==> config.mk <==
export PLATFORM = sky130hd
export DESIGN_NAME = usart_regfile
export DESIGN_NICKNAME = d
export VERILOG_FILES = /design/src/rtl/usart_reg_pkg.sv /design/src/rtl/usart_addr_dec.sv /design/src/rtl/usart_stat_reg.sv /design/src/rtl/usart_rx_gate.sv /design/src/rtl/usart_tx_beat.sv /design/src/rtl/usart_regfile.sv
export SDC_FILE = /design/constraint.sdc
export NUM_CORES = 1
export LEC_CHECK = 0
export ABC_AREA = 0
export BUFFER_PORTS_ARGS = -buffer_cell sky130_fd_sc_hd__buf_2
export CAP_MARGIN = 5
export CORE_MARGIN = 8
export CORE_UTILIZATION = 54
export DETAILED_ROUTE_END_ITERATION = 16
export PLACE_DENSITY = 0.77
export SLEW_MARGIN = 20
export SYNTH_ARGS = -nofsm -noshare
export SYNTH_HDL_FRONTEND = slang
export SYNTH_HIERARCHICAL = 1
export SYNTH_SLANG_ARGS = --single-unit
==> constraint.sdc <==
create_clock -name clk -period 4.1 [get_ports clk]
set_clock_uncertainty 0.2 [all_clocks]
set_input_delay 0.41 -clock clk [delete_from_list [all_inputs] [get_ports clk]]
set_output_delay 0.41 -clock clk [all_outputs]
set_load 0.02 [all_outputs]
==> src/rtl/usart_reg_pkg.sv <==
package usart_reg_pkg;
   localparam int unsigned OFS_STAT  = 'h00;
   localparam int unsigned OFS_DATA  = 'h04;
   localparam int unsigned OFS_BAUD  = 'h08;
   localparam int unsigned OFS_CTL1  = 'h0C;
   localparam int unsigned OFS_CTL2  = 'h10;
   localparam int unsigned OFS_CTL3  = 'h14;
   localparam int unsigned OFS_GUARD = 'h18;

   localparam int unsigned BIT_RXNE = 5;
   localparam int unsigned BIT_TC   = 6;
   localparam int unsigned BIT_TXE  = 7;
   localparam int unsigned BIT_RXEN = 2;
   localparam int unsigned BIT_UEN  = 13;

   localparam logic [31:0] STAT_RST     = 32'h0000_00C0;
   localparam logic [31:0] STAT_REPLACE = 32'h0000_03FF;
   localparam logic [31:0] TX_LIMIT     = 32'h0000_F000;
   localparam logic [31:0] IRQ_SRC      = 32'h0000_00E0;

   typedef enum logic [2:0] {
      SEL_STAT, SEL_DATA, SEL_BAUD, SEL_CTL1,
      SEL_CTL2, SEL_CTL3, SEL_GUARD, SEL_NONE
   } reg_sel_e;

   localparam int unsigned N_PLAIN = 5;
   localparam int unsigned IDX_CTL1 = 1;

   function automatic reg_sel_e plain_sel(input int unsigned idx);
      case (idx)
         0:       return SEL_BAUD;
         1:       return SEL_CTL1;
         2:       return SEL_CTL2;
         3:       return SEL_CTL3;
         default: return SEL_GUARD;
      endcase
   endfunction
endpackage

==> src/rtl/usart_addr_dec.sv <==
module usart_addr_dec
   import usart_reg_pkg::*;
#(
   parameter int unsigned ADDR_W = 10
) (
   input  logic [ADDR_W-1:0] addr,
   output reg_sel_e          sel
);
   always_comb begin
      sel = SEL_NONE;
      if (addr == ADDR_W'(OFS_STAT))       sel = SEL_STAT;
      else if (addr == ADDR_W'(OFS_DATA))  sel = SEL_DATA;
      else if (addr == ADDR_W'(OFS_BAUD))  sel = SEL_BAUD;
      else if (addr == ADDR_W'(OFS_CTL1))  sel = SEL_CTL1;
      else if (addr == ADDR_W'(OFS_CTL2))  sel = SEL_CTL2;
      else if (addr == ADDR_W'(OFS_CTL3))  sel = SEL_CTL3;
      else if (addr == ADDR_W'(OFS_GUARD)) sel = SEL_GUARD;
   end
endmodule

==> src/rtl/usart_stat_reg.sv <==
module usart_stat_reg
   import usart_reg_pkg::*;
#(
   parameter int unsigned DW = 32
) (
   input  logic          clk,
   input  logic          rst_n,
   input  logic          wr_en,
   input  logic [DW-1:0] wdata,
   input  logic          clr_rxne,
   input  logic          set_tc,
   input  logic          set_rxne,
   output logic [DW-1:0] stat_q
);
   localparam logic [DW-1:0] RST_V = DW'(STAT_RST);
   localparam logic [DW-1:0] REPL  = DW'(STAT_REPLACE);

   logic [DW-1:0] stat_d;

   always_comb begin
      stat_d = stat_q;
      if (wr_en) begin
         if (wdata <= REPL) begin
            stat_d          = wdata;
            stat_d[BIT_TXE] = 1'b1;
         end else begin
            stat_d = stat_q & wdata;
         end
      end
      if (clr_rxne) stat_d[BIT_RXNE] = 1'b0;
      if (set_tc)   stat_d[BIT_TC]   = 1'b1;
      if (set_rxne) stat_d[BIT_RXNE] = 1'b1;
   end

   always_ff @(posedge clk) begin
      if (!rst_n) stat_q <= RST_V;
      else        stat_q <= stat_d;
   end
endmodule

==> src/rtl/usart_rx_gate.sv <==
module usart_rx_gate #(
   parameter int unsigned RX_W = 8
) (
   input  logic            clk,
   input  logic            rst_n,
   input  logic            rx_valid,
   input  logic [RX_W-1:0] rx_data,
   input  logic            full,
   input  logic            port_en,
   input  logic            rx_en,
   output logic            rx_ready,
   output logic            load,
   output logic [RX_W-1:0] data_q
);
   assign rx_ready = !full;
   assign load     = rx_valid && rx_ready && port_en && rx_en;

   always_ff @(posedge clk) begin
      if (!rst_n)    data_q <= '0;
      else if (load) data_q <= rx_data;
   end
endmodule

==> src/rtl/usart_tx_beat.sv <==
module usart_tx_beat #(
   parameter int unsigned TX_W = 8
) (
   input  logic            clk,
   input  logic            rst_n,
   input  logic            fire,
   input  logic [TX_W-1:0] byte_in,
   output logic            tx_valid,
   output logic [TX_W-1:0] tx_data
);
   always_ff @(posedge clk) begin
      if (!rst_n) begin
         tx_valid <= 1'b0;
         tx_data  <= '0;
      end else begin
         tx_valid <= fire;
         if (fire) tx_data <= byte_in;
      end
   end
endmodule

==> src/rtl/usart_regfile.sv <==
module usart_regfile
   import usart_reg_pkg::*;
#(
   parameter int unsigned ADDR_W  = 10,
   parameter int unsigned DW      = 32,
   parameter int unsigned CHAR_W  = 8,
   parameter int unsigned RD_KEEP = 10
) (
   input  logic              clk,
   input  logic              rst_n,
   input  logic [ADDR_W-1:0] bus_addr,
   input  logic              bus_wr,
   input  logic [DW-1:0]     bus_wdata,
   input  logic              bus_rd,
   output logic [DW-1:0]     bus_rdata,
   input  logic              rx_valid,
   input  logic [CHAR_W-1:0] rx_data,
   output logic              rx_ready,
   output logic              tx_valid,
   output logic [CHAR_W-1:0] tx_data,
   output logic              irq
);
   localparam logic [DW-1:0] RD_MASK  = (DW'(1) << RD_KEEP) - DW'(1);
   localparam logic [DW-1:0] IRQ_MASK = DW'(IRQ_SRC);
   localparam logic [DW-1:0] TX_LIM   = DW'(TX_LIMIT);

   if (ADDR_W < 5)
      begin : g_chk_addr $error("address window too small for the register set"); end
   if (DW < 16)
      begin : g_chk_dw $error("data width must cover the transmit limit"); end
   if (CHAR_W > RD_KEEP || RD_KEEP > DW)
      begin : g_chk_keep $error("read mask must lie between character and bus width"); end

   reg_sel_e          sel;
   logic [DW-1:0]     stat_q;
   logic [CHAR_W-1:0] dr_q;
   logic [DW-1:0]     plain_q [N_PLAIN];
   logic [DW-1:0]     ctl1;
   logic              rx_load;
   logic              dr_read;
   logic              tx_fire;

   usart_addr_dec #(.ADDR_W(ADDR_W)) i_dec (.addr(bus_addr), .sel(sel));

   assign dr_read = bus_rd && (sel == SEL_DATA);
   assign tx_fire = bus_wr && (sel == SEL_DATA) && (bus_wdata < TX_LIM);

   for (genvar gi = 0; gi < N_PLAIN; gi++) begin : g_plain
      localparam reg_sel_e MY_SEL = plain_sel(gi);
      always_ff @(posedge clk) begin
         if (!rst_n)                        plain_q[gi] <= '0;
         else if (bus_wr && sel == MY_SEL)  plain_q[gi] <= bus_wdata;
      end
   end

   assign ctl1 = plain_q[IDX_CTL1];

   usart_stat_reg #(.DW(DW)) i_stat (
      .clk(clk), .rst_n(rst_n),
      .wr_en(bus_wr && sel == SEL_STAT), .wdata(bus_wdata),
      .clr_rxne(dr_read), .set_tc(tx_fire), .set_rxne(rx_load),
      .stat_q(stat_q)
   );

   usart_rx_gate #(.RX_W(CHAR_W)) i_rx (
      .clk(clk), .rst_n(rst_n),
      .rx_valid(rx_valid), .rx_data(rx_data),
      .full(stat_q[BIT_RXNE]), .port_en(ctl1[BIT_UEN]), .rx_en(ctl1[BIT_RXEN]),
      .rx_ready(rx_ready), .load(rx_load), .data_q(dr_q)
   );

   usart_tx_beat #(.TX_W(CHAR_W)) i_tx (
      .clk(clk), .rst_n(rst_n),
      .fire(tx_fire), .byte_in(bus_wdata[CHAR_W-1:0]),
      .tx_valid(tx_valid), .tx_data(tx_data)
   );

   always_comb begin
      bus_rdata = '0;
      if (bus_rd) begin
         if (sel == SEL_STAT)      bus_rdata = stat_q;
         else if (sel == SEL_DATA) bus_rdata = DW'(dr_q) & RD_MASK;
         else begin
            for (int i = 0; i < N_PLAIN; i++)
               if (sel == plain_sel(i)) bus_rdata = plain_q[i];
         end
      end
   end

   assign irq = |(stat_q & ctl1 & IRQ_MASK);
endmodule

==> impl_summary.log <==
INFO  metric run_status = completed
INFO  metric synthArstFlopShare = 0%
INFO  metric firstDrtPassIters = 5
INFO  metric timing.hold.ws = 0.06819 ns
INFO  metric timing.final.max_slew_violations = 0
INFO  metric timing.fmax = approximately 290 MHz
INFO  metric place_hpwl = ~18000 um
INFO  metric growth_of_design_area_from_synthesis_to_finish = 15.72%
INFO  metric cts_setup_buffers = 0
INFO  metric drt_first_iter_violations = roughly 710
INFO  metric leading_cell_types_in_the_layout_fill_and_taps_excluded = sky130_fd_sc_hd__and2_1, sky130_fd_sc_hd__edfxtp_1, sky130_fd_sc_hd__buf_2
INFO  metric cp_slowest_stage_delay = around 0.36 ns
INFO  metric tritoncts.num_buffers = 22
INFO  metric synth_enable_flop_cells = 160
INFO  metric numPlacedInstances = 1194
INFO  metric critical_path.cell_chain = buf_2 > nor4_4 > nand2_2 > buf_4 > nand3b_2 > buf_4 > o221ai_1 > a211oi_1 > buf_2
INFO  metric worst_hold_startpoint = bus_wdata[8]
INFO  metric hold_path_class = primary input to register
INFO  metric critPathLaunchType = primary input
INFO  metric routed-via-count = roughly 7700
INFO  metric power_density_cells = between 300 and 400 nW/um^2
INFO  metric cts_htree_levels = 1
INFO  metric finalWorstSetupSlack = ~0.7 ns
INFO  metric die_w = ~160 um
INFO  metric gr-usage-all-layers = between 20% and 30%
INFO  metric startpoint = bus_addr[9]
INFO  metric number_of_antenna_violations_at_the_first_check_in_global_routing = 0
INFO  metric route.final.wire_length = between 20000 and 30000 um
INFO  metric initial_utilization = a little over half
INFO  metric floorplan.io_pins = 98
INFO  metric path_clk_slew = ~0.060 ns
INFO  metric grt_overflow_total = 0
INFO  metric nNetsFinal = 1016
INFO  metric period_needed = 3.411 ns
INFO  metric synth-seq-cells = around 210
INFO  metric maximum_number_of_pins_on_one_net_before_global_route_repair = between 50 and 60
INFO  metric antenna_cells = 0
INFO  metric synth_cell_types = 53
INFO  metric postPlaceCellArea = about 11000 sq um
INFO  metric ctsResizeCount = 0
INFO  metric post-place-ws = 0.6818 ns
INFO  metric static-leakage-power = 0.004228 uW
INFO  metric worstSetupPathType = primary input to output pin
INFO  metric ant_nets = 0
INFO  metric finish.instance_area = between 10000 and 15000 sq um
INFO  metric route.detailed.drc = 0
INFO  metric first_global_vias = 7904
INFO  metric filler_cell_count = approximately 1500
INFO  metric timing.critical_path.required = about 3.5 ns
INFO  metric syn_nets = 932
INFO  metric path_max_fanout = 14
INFO  metric place.port_buffers = between 90 and 100
INFO  metric critical_path.slowest_cell = sky130_fd_sc_hd__nor4_4
INFO  metric routedWlPerCell = roughly 23 um
INFO  metric ys_warn_count = 6
INFO  metric rows = slightly above 50
INFO  metric post_synth_instance_area = between 10000 and 15000 sq um
INFO  metric clockRootBuffer = sky130_fd_sc_hd__clkbuf_16
INFO  metric final.period_utilization = slightly above 80%
INFO  metric clkSinkCount = ~210
INFO  metric finalCoreUtilization = 63.03%
INFO  metric fp.dieH = 155.2 um
INFO  metric core = slightly below 20000 sq um
INFO  metric final_layout_size_suffix_gt1_share = between 20% and 30%
INFO  metric clkLatencyLatePin = about 0.50 ns
INFO  metric via_per_inst = around 6.2
INFO  metric critPathCaptureType = output pin
INFO  metric gpl.final_weighted_congestion = 0.8273
INFO  metric rsz_0062_raised_after_global_routing = false
INFO  metric cp_data_arrival_time = between 2 and 3 ns
INFO  metric timing.final.setup_violations = 0
INFO  metric worst_pin_slew = around 1.1 ns
INFO  metric final_hold_viol_count = 0
INFO  metric die-area = roughly 24000 sq um
INFO  metric grt_first_pass_wirelength = ~44000 um
INFO  metric cts_tree = built
INFO  metric post_synth.cell_area_avg = between 10 and 15 sq um
INFO  metric relSlewSlack = ~29%
INFO  metric synth-seq-area-share = a little under three fifths
INFO  metric synthCells = just under 900
INFO  metric crit-reg2reg-launch = plain_q[1][13]
INFO  metric ys_dominant_reg_cell = sky130_fd_sc_hd__edfxtp_1
INFO  metric final_cell_count_without_fillers = 1242
INFO  metric maxCapViolations = 0
INFO  metric vdd_drop_max = 0.3070 mV
INFO  metric clock_tree.buffer_depth = 3
-- kinds of logic (layout without fill, tap and decap cells) --
logic type	count (synthesis)	count (layout)	synth area share, %
and+or+nand+nor	301	301	19.33
buffers and inverters	111	211	5.346
DFF	209	209	55.30
muxes	42	42	4.330
AOI/OAI and AO/OA	214	214	15.69
-- cells in the mapped netlist, types with 2 or more instances --
cell                       instances  area (sq um)
sky130_fd_sc_hd__a211oi_1         29         217.7
sky130_fd_sc_hd__a211oi_2         18         225.2
sky130_fd_sc_hd__a21oi_1          23         115.1
sky130_fd_sc_hd__a221oi_1         25         219.0
sky130_fd_sc_hd__and2_1          160          1001
sky130_fd_sc_hd__and3b_1           8         70.07
sky130_fd_sc_hd__and4b_1          15         150.1
sky130_fd_sc_hd__buf_2            31         155.2
sky130_fd_sc_hd__buf_4             7         52.55
sky130_fd_sc_hd__buf_6             7         78.83
sky130_fd_sc_hd__clkbuf_1         19         71.32
sky130_fd_sc_hd__clkbuf_2         17         85.08
sky130_fd_sc_hd__dfxtp_1          49         980.9
sky130_fd_sc_hd__edfxtp_1        160          4805
sky130_fd_sc_hd__inv_1            28         105.1
sky130_fd_sc_hd__mux2_2           26         292.8
sky130_fd_sc_hd__mux2i_1          16         160.2
sky130_fd_sc_hd__nand2_1          24         90.09
sky130_fd_sc_hd__nand2b_1          6         37.54
sky130_fd_sc_hd__nand3_1           2         10.01
sky130_fd_sc_hd__nand4_1           2         12.51
sky130_fd_sc_hd__nor2_1            2         7.510
sky130_fd_sc_hd__nor2b_1          34         212.7
sky130_fd_sc_hd__nor3_1            2         10.01
sky130_fd_sc_hd__nor3_2            4         40.04
sky130_fd_sc_hd__nor3b_1           8         60.06
sky130_fd_sc_hd__nor4_1           14         87.58
sky130_fd_sc_hd__nor4_2            3         37.54
sky130_fd_sc_hd__nor4_4            2         42.54
sky130_fd_sc_hd__nor4bb_1          7         70.07
sky130_fd_sc_hd__o211ai_1          9         67.56
sky130_fd_sc_hd__o21ai_0          28         140.1
sky130_fd_sc_hd__o21ai_1           7         35.03
sky130_fd_sc_hd__o221a_2           6         67.56
sky130_fd_sc_hd__o221ai_1         25         219.0
sky130_fd_sc_hd__o22ai_1          24         150.1
sky130_fd_sc_hd__o31ai_1           8         60.06
sky130_fd_sc_hd__o41a_1            7         78.83
-- worst max-delay path, delay by kind of cell --
family,cells,cell delay (ns)
AO/OA/AOI/OAI,2,0.44
AND/OR/NAND/NOR,3,0.99
buffers and inverters,4,0.95
-- path summary, 6_finish.rpt --
path	to	slack, ns	cells after the start
setup / recovery	bus_rdata[21]	0.69	9
hold / removal	plain_q[3][8]	0.07	2
setup reg to reg	i_rx/data_q[0]	2.52	2
hold reg to reg	i_rx/data_q[4]	0.25	2
-- metrics by stage --
step | total power, uW | TNS (ns)
6_report | 4664 | 0
4_1_cts | 4686 | 0
3_5_place_dp | 2642 | 0
2_1_floorplan | 2520 | -16.31
3_3_place_gp | 2633 | 0
5_1_grt | 4789 | 0
-- repair_timing --
item | 4_1_cts | 5_1_grt
hold buffers | 8 | 0
endpoints found under the hold margin | 8 | 0
endpoints found under the setup margin | 0 | 0
-- registers in the layout (all words and copies together), names as in the netlist --
name           flops
i_tx/tx_valid      1
i_stat/stat_q     32
i_rx/data_q        8
i_tx/tx_data       8
plain_q          160
-- power breakdown --
| part | leakage, uW | total (uW) | switching (uW) | internal [uW] |
|---|---|---|---|---|
| sequential | 0.00191 | 2380 | 27.8 | 2360 |
| combinational | 0.00195 | 222 | 145 | 77.0 |
| clock | 0.000365 | 2060 | 814 | 1240 |
-- per-layer routing --
layer	part of all wire (%)	wire length [um]	track usage (%)
met1	41	11540	29.99
met2	48	13730	39.84
met3	8.6	2457	4.300
met4	2.7	770	7.717
met5	0	0	0
-- cell type report --
| cell class | count | area (sq um) | share of cell area, % |
|---|---|---|---|
| sequential | 209 | 5786 | 47.79 |
| multi-input combinational | 557 | 4218 | 34.84 |
| timing repair buffer | 142 | 905.9 | 7.483 |
| clock buffer | 30 | 654.4 | 5.406 |
| tap | 265 | 331.6 | 2.739 |
| inverter | 29 | 108.9 | 0.8992 |
| clock inverter | 10 | 101.3 | 0.8372 |
No activity file was read; power rests on OpenSTA's default activity.
